===== src/rtl/dba_pkg.sv =====
package dba_pkg;
  localparam int MAX_BEATS = 4;
  localparam int BCW = $clog2(MAX_BEATS + 1);
  localparam logic SRC_MEM = 1'b1;

  function automatic logic [BCW-1:0] size_to_beats(input logic [1:0] sz);
    case (sz)
      2'd1:    size_to_beats = BCW'(2);
      2'd2:    size_to_beats = BCW'(4);
      default: size_to_beats = BCW'(1);
    endcase
  endfunction
endpackage


===== src/rtl/dba_queue.sv =====
module dba_queue import dba_pkg::*; #(
  parameter int DEPTH = 4,
  parameter int MW = 2
) (
  input  logic           clk,
  input  logic           rst_n,
  input  logic           push_en,
  input  logic [MW-1:0]  push_master,
  input  logic           push_src,
  input  logic [BCW-1:0] push_beats,
  input  logic           snp_valid,
  input  logic           snp_retry,
  input  logic           pop,
  output logic           head_valid,
  output logic           head_resolved,
  output logic           head_killed,
  output logic [MW-1:0]  head_master,
  output logic           head_src,
  output logic [BCW-1:0] head_beats,
  output logic           full
);
  localparam int AW = $clog2(DEPTH);
  localparam int PW = AW + 1;

  logic [PW-1:0]    rd_q, rd_d, wr_q, wr_d, sn_q, sn_d, used;
  logic [DEPTH-1:0] res_q, res_d, kil_q, kil_d;
  logic [MW-1:0]    mst_q [DEPTH];
  logic             src_q [DEPTH];
  logic [BCW-1:0]   bts_q [DEPTH];
  logic             push_ok, snp_ok, pop_ok;

  assign used    = wr_q - rd_q;
  assign full    = (used == PW'(DEPTH));
  assign push_ok = push_en && !full;
  assign snp_ok  = snp_valid && (sn_q != wr_q);
  assign pop_ok  = pop && (used != '0);

  always_comb begin
    rd_d  = rd_q;
    wr_d  = wr_q;
    sn_d  = sn_q;
    res_d = res_q;
    kil_d = kil_q;
    if (pop_ok) begin
      res_d[rd_q[AW-1:0]] = 1'b0;
      kil_d[rd_q[AW-1:0]] = 1'b0;
      rd_d = rd_q + PW'(1);
    end
    if (snp_ok) begin
      res_d[sn_q[AW-1:0]] = 1'b1;
      kil_d[sn_q[AW-1:0]] = snp_retry;
      sn_d = sn_q + PW'(1);
    end
    if (push_ok) wr_d = wr_q + PW'(1);
  end

  always_ff @(posedge clk or negedge rst_n) begin
    if (!rst_n) begin
      rd_q  <= '0;
      wr_q  <= '0;
      sn_q  <= '0;
      res_q <= '0;
      kil_q <= '0;
    end else begin
      rd_q  <= rd_d;
      wr_q  <= wr_d;
      sn_q  <= sn_d;
      res_q <= res_d;
      kil_q <= kil_d;
    end
  end

  always_ff @(posedge clk) begin
    if (push_ok) begin
      mst_q[wr_q[AW-1:0]] <= push_master;
      src_q[wr_q[AW-1:0]] <= push_src;
      bts_q[wr_q[AW-1:0]] <= push_beats;
    end
  end

  assign head_valid    = (used != '0);
  assign head_resolved = res_q[rd_q[AW-1:0]];
  assign head_killed   = kil_q[rd_q[AW-1:0]];
  assign head_master   = mst_q[rd_q[AW-1:0]];
  assign head_src      = src_q[rd_q[AW-1:0]];
  assign head_beats    = bts_q[rd_q[AW-1:0]];
endmodule


===== src/rtl/dba_tracker.sv =====
module dba_tracker import dba_pkg::*; #(
  parameter int MW = 2
) (
  input  logic           clk,
  input  logic           rst_n,
  input  logic           load,
  input  logic [BCW-1:0] load_beats,
  input  logic           load_src,
  input  logic [MW-1:0]  load_master,
  input  logic           ta,
  output logic           busy,
  output logic           last,
  output logic           cur_multi,
  output logic           cur_src,
  output logic [MW-1:0]  cur_master
);
  logic           busy_q, busy_d;
  logic [BCW-1:0] left_q, left_d;

  assign busy = busy_q;
  assign last = busy_q && ta && (left_q == BCW'(1));

  always_comb begin
    busy_d = busy_q;
    left_d = left_q;
    if (load) begin
      busy_d = 1'b1;
      left_d = load_beats;
    end else if (last) begin
      busy_d = 1'b0;
      left_d = '0;
    end else if (busy_q && ta) begin
      left_d = left_q - BCW'(1);
    end
  end

  always_ff @(posedge clk or negedge rst_n) begin
    if (!rst_n) begin
      busy_q <= 1'b0;
      left_q <= '0;
    end else begin
      busy_q <= busy_d;
      left_q <= left_d;
    end
  end

  always_ff @(posedge clk) begin
    if (load) begin
      cur_multi  <= (load_beats > BCW'(1));
      cur_src    <= load_src;
      cur_master <= load_master;
    end
  end
endmodule


===== src/rtl/data_bus_arb.sv =====
module data_bus_arb import dba_pkg::*; #(
  parameter int NM = 4,
  parameter int DEPTH = 4,
  parameter int CW = 8,
  localparam int MW = (NM > 1) ? $clog2(NM) : 1
) (
  input  logic          clk,
  input  logic          rst_n,
  input  logic          at_push,
  input  logic [MW-1:0] at_master,
  input  logic          at_src,
  input  logic [1:0]    at_size,
  output logic          at_full,
  input  logic          snp_valid,
  input  logic          snp_retry,
  input  logic          ta,
  output logic [NM-1:0] dbg,
  output logic          data_last,
  output logic [CW-1:0] dead_cnt
);
  logic           h_valid, h_res, h_kill, h_src, pop;
  logic [MW-1:0]  h_master;
  logic [BCW-1:0] h_beats;
  logic           busy, last, cur_multi, cur_src;
  logic [MW-1:0]  cur_master;
  logic           head_ok, same_drv, stream_ok, grant_fire, drop;
  logic [CW-1:0]  dead_q, dead_d;

  dba_queue #(.DEPTH(DEPTH), .MW(MW)) u_queue (
    .clk(clk), .rst_n(rst_n),
    .push_en(at_push), .push_master(at_master), .push_src(at_src),
    .push_beats(size_to_beats(at_size)),
    .snp_valid(snp_valid), .snp_retry(snp_retry), .pop(pop),
    .head_valid(h_valid), .head_resolved(h_res), .head_killed(h_kill),
    .head_master(h_master), .head_src(h_src), .head_beats(h_beats),
    .full(at_full)
  );

  dba_tracker #(.MW(MW)) u_track (
    .clk(clk), .rst_n(rst_n),
    .load(grant_fire), .load_beats(h_beats), .load_src(h_src),
    .load_master(h_master), .ta(ta),
    .busy(busy), .last(last), .cur_multi(cur_multi),
    .cur_src(cur_src), .cur_master(cur_master)
  );

  assign head_ok    = h_valid && h_res && !h_kill;
  assign drop       = h_valid && h_res && h_kill;
  assign same_drv   = (cur_src == h_src) && ((h_src == SRC_MEM) || (cur_master == h_master));
  assign stream_ok  = last && cur_multi && same_drv;
  assign grant_fire = head_ok && (!busy || stream_ok);
  assign pop        = grant_fire || drop;
  assign data_last  = last;

  always_comb begin
    dbg = '0;
    if (grant_fire) dbg[h_master] = 1'b1;
  end

  always_comb begin
    dead_d = dead_q;
    if (last && head_ok && !stream_ok) dead_d = dead_q + CW'(1);
  end

  always_ff @(posedge clk or negedge rst_n) begin
    if (!rst_n) dead_q <= '0;
    else        dead_q <= dead_d;
  end

  assign dead_cnt = dead_q;
endmodule


===== config.mk =====
export PLATFORM = sky130hd
export DESIGN_NAME = data_bus_arb
export DESIGN_NICKNAME = d
export VERILOG_FILES = /design/src/rtl/dba_pkg.sv /design/src/rtl/dba_queue.sv /design/src/rtl/dba_tracker.sv /design/src/rtl/data_bus_arb.sv
export SDC_FILE = /design/constraint.sdc
export NUM_CORES = 1
export LEC_CHECK = 0
export BUFFER_PORTS_ARGS = -buffer_cell sky130_fd_sc_hd__buf_4
export CAP_MARGIN = 15
export CORE_AREA = 8 8 89 91
export DETAILED_ROUTE_END_ITERATION = 8
export DIE_AREA = 0 0 97 99
export SYNTH_ARGS = -nofsm -noshare
export SYNTH_HDL_FRONTEND = slang
export SYNTH_SLANG_ARGS = --single-unit

===== constraint.sdc =====
create_clock -name clk -period 7.7 [get_ports clk]
set_input_delay 0.385 -clock clk [delete_from_list [all_inputs] [get_ports clk]]
set_output_delay 0.385 -clock clk [all_outputs]
set_load 0.01 [all_outputs]

==> flow_metrics.py, run 1 <==
metrics = {
    "clock_tree": {
        "root_buffer": "clkbuf_8",
        "cts_made_buffers": 9,
        "cts_tree": "done",
        "clk_latency_ns": 0.35,
        "cts.htree.levels": 3,
        "cts_setup_buffers": 0,
        "clock_path_buffers": 2,
        "clk_pin_slew_worst_paths_ns": 0.08,
        "clkSinkCount": 57,
    },
    "global_route": {
        "grt_max_degree": 30,
        "use_met2": 0.182,
        "top_usage_layer": "met2",
        "grtUsageTotal": 0.116,
        "met1_usage": 0.137,
        "antenna_found_initial": 0,
        "grt_pass1_wl_um": 8680,
        "grt.overflow.total": 0,
        "grt_pass1_vias": 1726,
        "grtUsageMet3": 0.0378,
    },
    "placed_design": {
        "gp_congestion": 0.728,
        "placed_cell_area_um2": 3060,
        "dpl.hpwl_um": 3750,
        "dp_slack_ns": 4.20,
        "dp.cells": 309,
        "port_buffers": 24,
    },
    "critical_path": {
        "path_class": "reg -> out",
        "endpoint_kind": "output pin",
        "cp_max_fo": 12,
        "cp_slowest_cell": "dfrtp_1",
        "crit_arrival_ns": 3.46,
        "r2r_setup_slack_ns": 4.52,
        "crit_chain": "mux4_2, or3b_1, or4b_4, a211o_1, inv_1, and3_1, buf_4",
        "crit_path_start_kind": "flop",
        "cp.required_ns": 7.32,
        "r2r_cells": 5,
        "r2r_start": "u_queue.rd_q[0]",
        "r2r-end": "u_queue.kil_q[3]",
        "cpPeakStageDelay_ns": 0.65,
    },
    "power": {
        "switching_share": 0.374,
        "power_switching_mw": 0.490,
        "finalPower_mw": 1.31,
        "clkPwrFrac": 0.219,
        "pwr-share-seq": 0.396,
        "comb_power_share": 0.385,
        "p_leak_nw": 1.47,
        "ir_worst_vdd_mv": 0.141,
        "intPower_mw": 0.819,
        "power_density_nw_per_um2": 400,
    },
    "synthesis": {
        "synth_edf_count": 28,
        "yosys.area_share.simple": 0.0904,
        "postSynthCellCount": 209,
        "ys_types": 37,
        "synth_ff_type": "dfrtp_1",
        "synth_fp_nets": 239,
        "synth_xor_area_frac": 0.0623,
        "synth_top_family_by_area": "multiplexers",
        "yosys.area_share.adder": 0.0846,
        "muxShareOfSynthArea": 0.114,
        "avgSynthCellArea_um2": 13.4,
        "synth-compound-area-share": 0.0565,
        "seq_area_frac_synth": 0.557,
        "synthesis.area_um2": 2810,
        "synth_seq_cells": 57,
        "async_reset_ff_frac": 0.509,
        "yosysWarnings": 0,
    },
    "finish": {
        "final_cell_mix": "dfrtp_1, edfxtp_1, buf_4",
        "postLayoutCellArea_um2": 3270,
        "n_antenna_cell": 0,
        "nets": 271,
        "drive_gt1_frac": 0.203,
        "areaGrowthSynthToFinish_pct": 16.5,
        "final_cells": 326,
        "final_common_cell": "dfrtp_1",
        "utilization": 0.498,
    },
    "sta": {
        "rsz0062_at_grt": "false",
        "worstMarginPinSlew_ns": 0.872,
        "setup-violations-final": 0,
        "fin_crit_ns": 3.85,
        "fin_tns_setup_ns": 0,
        "fin_ws_ns": 3.85,
        "finalHoldViolCount": 0,
        "max_freq_ghz": 0.260,
        "hold_slack_ns": 0.235,
        "relSlewSlack": 0.417,
        "clock_skew_ns": 0.0106,
        "slew_violations": 0,
        "finalCritPeriodShare": 0.500,
    },
    "drt": {
        "ant_nets": 0,
        "drcViolationCount": 0,
        "routed_wl_um": 5320,
        "viasPerCell": 5.13,
        "vias": 1673,
        "drt_iter0_drc": 62,
        "wire_per_inst_um": 16.3,
        "firstDrtPassIters": 4,
    },
    "hold_path": {
        "hold_end": "u_queue.mst_q[3][1]",
        "min_from": "at_master[1]",
        "hold_class": "in -> reg",
        "whs_path_depth": 1,
    },
    "floorplanning": {
        "die_x_um": 97,
        "die-area_um2": 9600,
        "rows": 30,
        "die_h_um": 99,
        "start_util": 0.428,
        "core_area_um2": 6570,
        "ios": 25,
    },
    "status": {
        "status": "completed",
    },
    "flow_run": {
        "max_cap_viol_count": 0,
    },
}
area by class of cell:
class                      instances  area, µm²
clock inverter                     7       80.1
timing repair buffer              25        190
multi-input combinational        130       1150
fill                             591       3290
sequential                        57       1570
inverter                          18       67.6
clock buffer                       9        124
tap                               80        100
how the worst max path moves through the flow:
stage                          startpoint      to  depth (start not counted)
after floorplan           u_queue.rd_q[0]  dbg[3]                          8
after global placement    u_queue.rd_q[0]  dbg[3]                          7
after detailed placement  u_queue.rd_q[0]  dbg[3]                          7
after CTS                 u_queue.rd_q[0]  dbg[3]                          7
after global routing      u_queue.rd_q[0]  dbg[3]                          7
final                     u_queue.rd_q[0]  dbg[3]                          7
critical path: cells and delay by family (launching register included):
| kind | cells | cell delay, ns |
|---|---|---|
| and+or+nand+nor | 3 | 1.12 |
| DFF | 1 | 0.65 |
| muxes | 1 | 0.62 |
| AOI/OAI and AO/OA | 1 | 0.41 |
| buffers and inverters | 2 | 0.31 |
cell usage after synthesis (3+ instances only):
cell	n	area share
and3_1	4	0.0089
dfrtp_1	29	0.26
nor3_1	5	0.0089
and2_1	4	0.0089
xnor2_1	6	0.019
ha_1	19	0.085
o21ai_0	7	0.012
mux2i_1	5	0.018
inv_1	18	0.024
a21oi_1	9	0.016
mux2_2	4	0.016
xor2_1	14	0.044
mux2_4	3	0.016
nor4_1	3	0.0067
nor3b_1	3	0.0080
mux4_1	6	0.056
nand2_1	11	0.015
nand3_1	7	0.012
edfxtp_1	28	0.30
flip-flops by register name, summed over array words and instances (netlist names):
name and cells:
u_track.cur_master 2, u_track.busy 1, u_queue.rd_q 3, u_queue.wr_q 3
u_queue.bts_q 12, u_track.cur_src 1, u_track.cur_multi 1, dead_cnt 8
u_queue.kil_q 4, u_queue.res_q 4, u_queue.mst_q 8, u_queue.sn_q 3
u_queue.src_q 4, u_track.left_q 3
timing repair:
item,CTS,global route
gates resized for setup,0,0
hold buffers,1,0
hold endpoints to repair,29,0
power groups by stage:
stage / Combinational [mW] / Clock (mW) / Sequential (mW)
global route: 0.566 / 0.303 / 0.533
floorplan: 0.411 / 0 / 0.488
CTS: 0.509 / 0.292 / 0.520
detailed placement: 0.505 / 0 / 0.525
global placement: 0.500 / 0 / 0.523
finish: 0.504 / 0.286 / 0.519
kinds of logic (layout without fill, tap and decap cells):
kind of cell,Yosys count,in the layout
AOI/OAI and AO/OA,26,26
xor gates and xnor gates,20,20
adders and majority gates,19,19
buffers and inverters,22,59
DFF,57,57
muxes,19,19
and+or+nand+nor,46,46
metal layers:
metal  up-vias  share of wire
li1        825              -
met1       804           0.49
met2        39           0.46
met3         5          0.042
met4         0          0.015
met5         -              0
Power figures use the tool's default switching activity.
==> run 2: changes to the inputs <==
- ABC_AREA: not set -> 1
- CORE_AREA: 8 8 89 91 -> 8 8 91 93
- DIE_AREA: 0 0 97 99 -> 0 0 99 101
- clock period: 7.7 -> 3.9 ns (I/O delays scaled with it)
==> flow_metrics.py, run 2 <==
metrics = {
    "critical_path": {
        "crit_arrival_ns": 2.69,
        "endpoint_kind": "output pin",
        "crit_path_start_kind": "flop",
        "cp_max_fo": 13,
        "cp.required_ns": 3.70,
        "r2r_start": "u_queue.rd_q[1]",
        "worstSetupStartpoint": "u_queue.rd_q[1]",
        "path_class": "reg -> out",
    },
    "synthesis": {
        "synth_edf_count": 28,
        "seq_area_frac_synth": 0.520,
        "synthesis.area_um2": 3010,
        "ys_types": 29,
        "synth.top_cells.by_area": "edfxtp_1, dfrtp_1, nand2_1",
        "postSynthCellCount": 313,
        "synth_ff_type": "dfrtp_1",
        "netlist.top_cell.by_area": "edfxtp_1",
        "synth_top_area_share": 0.279,
        "synth_most_common_cell": "nand2_1",
        "synth_fp_nets": 343,
        "async_reset_ff_frac": 0.509,
        "avgSynthCellArea_um2": 9.62,
        "synth_seq_cells": 57,
        "yosys-top-cells-count": "nand2_1, inv_1, dfrtp_1",
        "yosysWarnings": 0,
    },
    "floorplanning": {
        "die_x_um": 99,
        "die_h_um": 101,
        "ios": 25,
        "core_area_um2": 6940,
        "start_util": 0.434,
        "die-area_um2": 10000,
        "rows": 31,
    },
    "placed_design": {
        "gp_congestion": 0.763,
        "dpl.hpwl_um": 4160,
        "port_buffers": 24,
    },
    "drt": {
        "drt_iter0_drc": 84,
        "routed_wl_um": 5640,
        "drcViolationCount": 0,
        "wire_per_inst_um": 13.1,
        "firstDrtPassIters": 7,
        "viasPerCell": 4.89,
        "ant_nets": 0,
        "vias": 2099,
    },
    "finish": {
        "largest_reg_flops": 12,
        "drive_gt1_frac": 0.182,
        "regArea_um2": 1570,
        "n_antenna_cell": 0,
        "final_cell_mix": "nand2_1, inv_1, dfrtp_1",
        "final_common_cell": "nand2_1",
        "n_fill_cell": 647,
        "multiInputGateArea_um2": 1230,
        "utilization": 0.496,
        "areaGrowthSynthToFinish_pct": 14.4,
        "nets": 372,
    },
    "global_route": {
        "grt.overflow.total": 0,
        "grtUsageTotal": 0.125,
        "grt_pass1_wl_um": 9950,
        "grt_max_degree": 30,
        "antenna_found_initial": 0,
        "grt_pass1_vias": 2058,
    },
    "sta": {
        "clock_skew_ns": 0.00808,
        "slew_violations": 0,
        "finalHoldViolCount": 0,
        "max_freq_ghz": 0.346,
        "fin_tns_setup_ns": 0,
        "relSlewSlack": 0.525,
        "rsz0062_at_grt": "false",
        "setup-violations-final": 0,
        "fin_crit_ns": 2.89,
        "worstMarginPinSlew_ns": 0.712,
        "finalCritPeriodShare": 0.741,
    },
    "hold_path": {
        "hold_class": "in -> reg",
        "min_from": "at_src",
    },
    "clock_tree": {
        "clk_pin_slew_worst_paths_ns": 0.07,
        "cts_made_buffers": 9,
        "clock_path_buffers": 2,
        "cts.htree.levels": 3,
        "clkSinkCount": 57,
        "clk_latency_ns": 0.33,
        "root_buffer": "clkbuf_8",
        "cts_tree": "done",
    },
    "power": {
        "power_density_nw_per_um2": 813,
        "p_leak_nw": 1.63,
        "ir_worst_vdd_mv": 0.369,
    },
    "status": {
        "status": "completed",
    },
    "flow_run": {
        "max_cap_viol_count": 0,
    },
}
[run 2: cell count changes in the layout (fill, tap and decap cells not counted), moves of 6 or more]
cell,before,now
nand3_1,7,22
inv_1,18,35
nand2_1,11,84
xnor2_1,6,14
a21oi_1,9,2
nor2_1,2,20
o21ai_1,0,10
mux4_1,6,0
xor2_1,14,4
nand2_2,0,7
[run 2: worst paths after layout]
check                           slack (ns)  cells past startpoint                end
worst max-delay path                  1.01                     11             dbg[2]
worst max register to register        1.25                     12        dead_cnt[7]
max in group asynchronous             3.29                      2    u_queue.sn_q[0]
worst min-delay path                  0.06                      1   u_queue.src_q[2]
worst min register to register        0.50                      2   u_queue.res_q[3]
min in group asynchronous             0.32                      2  u_track.left_q[2]
[run 2: critical path: stages (launching register included)]
cell	delay, ns
dfrtp_1	0.57
inv_2	0.21
ha_1	0.36
inv_1	0.04
o21bai_1	0.15
xnor2_1	0.13
nand3_1	0.10
nand2_1	0.09
nor2_2	0.17
nand2_2	0.22
nor3_2	0.17
buf_4	0.15
[run 2: cell families after synthesis]
kind of cell	synth area share
buf+inv	0.0719
xor+xnor	0.0523
flops	0.520
compound gates	0.0482
simple gates	0.229
fa+ha+maj	0.0789
[run 2: per-layer routing]
layer  up-vias  global-route usage  wire, µm
met5         -                   0         0
met4         0              0.0460        76
met3         9              0.0401       282
met2        40               0.185      2470
met1       982               0.165      2810
li1       1068                   -         -
[run 2: report_power, final]
part	total, mW	internal, mW	switching, mW
sequential	1.04	0.857	0.183
clock	0.596	0.356	0.239
combinational	1.16	0.440	0.724
total	2.80	1.65	1.15
[run 2: repair_timing]
action	4_1_cts	5_1_grt
buffers inserted	0	0
resized for setup	0	0
hold buffers	1	0
endpoints found under the setup margin	0	0
endpoints found under the hold margin	29	0
[run 2: metrics by stage]
stage                     setup WS, ns  hold WS, ns  power, mW  area, µm²  std cells
after floorplan                   1.67       -0.101       1.98       3010        313
after global placement            1.33        0.148       2.19       3230        412
after detailed placement          1.24        0.149       2.23       3230        412
after CTS                        0.999       0.0467       2.84       3450        429
after global routing             0.666       0.0521       3.06       3450        429
final                             1.01       0.0615       2.80       3450        429
[run 2: area by class of cell]
type | instances | area share
clock inverter | 6 | 0.0240
sequential | 57 | 0.455
clock buffer | 10 | 0.0370
multi-input combinational | 211 | 0.357
inverter | 38 | 0.0428
timing repair buffer | 25 | 0.0552
tap | 82 | 0.0298
==> run 3: changes to the inputs <==
- clock period: 3.9 -> 2.9 ns (I/O delays scaled with it)
==> flow_metrics.py, run 3 (synthesized netlist as in run 2, its figures left out) <==
metrics = {
    "clock_tree": {
        "cts_tree": "done",
        "clock_path_buffers": 2,
        "cts_made_buffers": 9,
        "root_buffer": "clkbuf_8",
        "clkSinkCount": 57,
        "clk_latency_ns": 0.33,
        "cts_setup_buffers": 0,
        "cts.htree.levels": 3,
        "clk_pin_slew_worst_paths_ns": 0.07,
    },
    "hold_path": {
        "hold_class": "in -> reg",
        "hold_end": "u_queue.sn_q[0]",
        "whs_path_depth": 3,
        "min_from": "snp_valid",
    },
    "drt": {
        "routed_wl_um": 5580,
        "drt_iter0_drc": 108,
        "drcViolationCount": 0,
        "viasPerCell": 4.70,
        "wire_per_inst_um": 12.7,
        "firstDrtPassIters": 4,
        "ant_nets": 0,
        "vias": 2065,
    },
    "floorplanning": {
        "die_h_um": 101,
        "die-area_um2": 10000,
        "ios": 25,
        "core_area_um2": 6940,
        "die_x_um": 99,
        "rows": 31,
        "start_util": 0.434,
    },
    "critical_path": {
        "cp_slowest_cell": "dfrtp_1",
        "crit_arrival_ns": 2.43,
        "r2r_cells": 10,
        "path_class": "reg -> out",
        "crit_path_start_kind": "flop",
        "r2r_setup_slack_ns": 0.47,
        "crit_chain": "ha_1, o21bai_1, xnor2_1, nand3_1, nand2_1, nor2_2, nand2_2, nor3_2, buf_4",
        "cp.required_ns": 2.76,
        "r2r_start": "u_queue.rd_q[0]",
        "cpPeakStageDelay_ns": 0.68,
        "endpoint_kind": "output pin",
        "r2r-end": "dead_cnt[1]",
        "cp_max_fo": 14,
    },
    "power": {
        "intPower_mw": 2.11,
        "pwr-share-seq": 0.369,
        "comb_power_share": 0.451,
        "p_leak_nw": 1.66,
        "ir_worst_vdd_mv": 0.572,
        "power_density_nw_per_um2": 1050,
        "clkPwrFrac": 0.180,
        "finalPower_mw": 3.69,
        "switching_share": 0.429,
        "power_switching_mw": 1.58,
    },
    "placed_design": {
        "dp.cells": 419,
        "port_buffers": 24,
        "dpl.hpwl_um": 3920,
        "dp_slack_ns": 0.483,
        "gp_congestion": 0.768,
    },
    "flow_run": {
        "max_cap_viol_count": 0,
    },
    "global_route": {
        "grtUsageMet3": 0.0421,
        "use_met2": 0.184,
        "met1_usage": 0.154,
        "grt_max_degree": 30,
        "antenna_found_initial": 0,
        "grt_pass1_wl_um": 9580,
        "grtUsageTotal": 0.121,
        "grt_pass1_vias": 2011,
        "grt.overflow.total": 0,
        "top_usage_layer": "met2",
    },
    "sta": {
        "relSlewSlack": 0.596,
        "finalCritPeriodShare": 0.888,
        "finalHoldViolCount": 0,
        "setup-violations-final": 0,
        "worstMarginPinSlew_ns": 0.604,
        "fin_crit_ns": 2.58,
        "slew_violations": 0,
        "fin_ws_ns": 0.325,
        "clock_skew_ns": 0.00901,
        "fin_tns_setup_ns": 0,
        "max_freq_ghz": 0.388,
        "rsz0062_at_grt": "false",
    },
    "finish": {
        "nets": 382,
        "final_cell_mix": "nand2_1, inv_1, buf_4",
        "areaGrowthSynthToFinish_pct": 16.2,
        "n_antenna_cell": 0,
        "largest_reg_flops": 12,
        "final_cells": 439,
        "final_common_cell": "nand2_1",
        "utilization": 0.504,
        "drive_gt1_frac": 0.199,
    },
    "status": {
        "status": "completed",
    },
}
==> run 3: metrics by stage <==
step | hold slack [ns] | area, µm²
floorplan | -0.151 | 3010
global placement | 0.0962 | 3280
detailed placement | 0.102 | 3280
CTS | 0.000329 | 3480
global route | 0.127 | 3500
finish | 0.114 | 3500
==> run 3: worst max-delay path, delay by kind of cell, from the launching register on <==
family                     cells  cell delay, ns
and+or+nand+nor                5            0.66
AOI/OAI and AO/OA              1            0.09
DFF                            1            0.68
adders and majority gates      1            0.25
buffers and inverters          1            0.15
xor gates and xnor gates       1            0.27
==> run 3: cell type report <==
cell class / instances / area [µm²]
multi-input combinational: 211 / 1230
inverter: 38 / 148
fill: 661 / 3440
timing repair buffer: 35 / 273
sequential: 57 / 1570
clock buffer: 9 / 124
tap: 82 / 103
clock inverter: 7 / 57.6
==> run 3: how the worst max path moves through the flow <==
stage                         start             endpoint
floorplan           u_queue.rd_q[1]  u_queue.bts_q[3][0]
global placement    u_queue.rd_q[0]          dead_cnt[3]
detailed placement  u_queue.rd_q[0]          dead_cnt[1]
CTS                 u_queue.rd_q[0]               dbg[0]
global route        u_queue.rd_q[0]               dbg[2]
finish              u_queue.rd_q[0]               dbg[0]
==> run 3: repair_timing <==
item	in CTS	in global routing
hold buffers	2	2
resized for setup	0	0
endpoints found under the hold margin	33	3
==> run 3: per-layer routing <==
metal,part of all wire,wire (µm)
met4,0.0079,44
met3,0.045,250
met5,0,0
met2,0.44,2470
met1,0.50,2810
==> run 3: power by group through the flow <==
stage / Combinational (mW) / Clock (mW) / Sequential (mW)
after global routing: 1.93 / 0.716 / 1.40
after global placement: 1.65 / 0 / 1.37
after floorplan: 1.35 / 0 / 1.31
final: 1.67 / 0.664 / 1.36
after detailed placement: 1.68 / 0 / 1.38
after CTS: 1.69 / 0.681 / 1.36
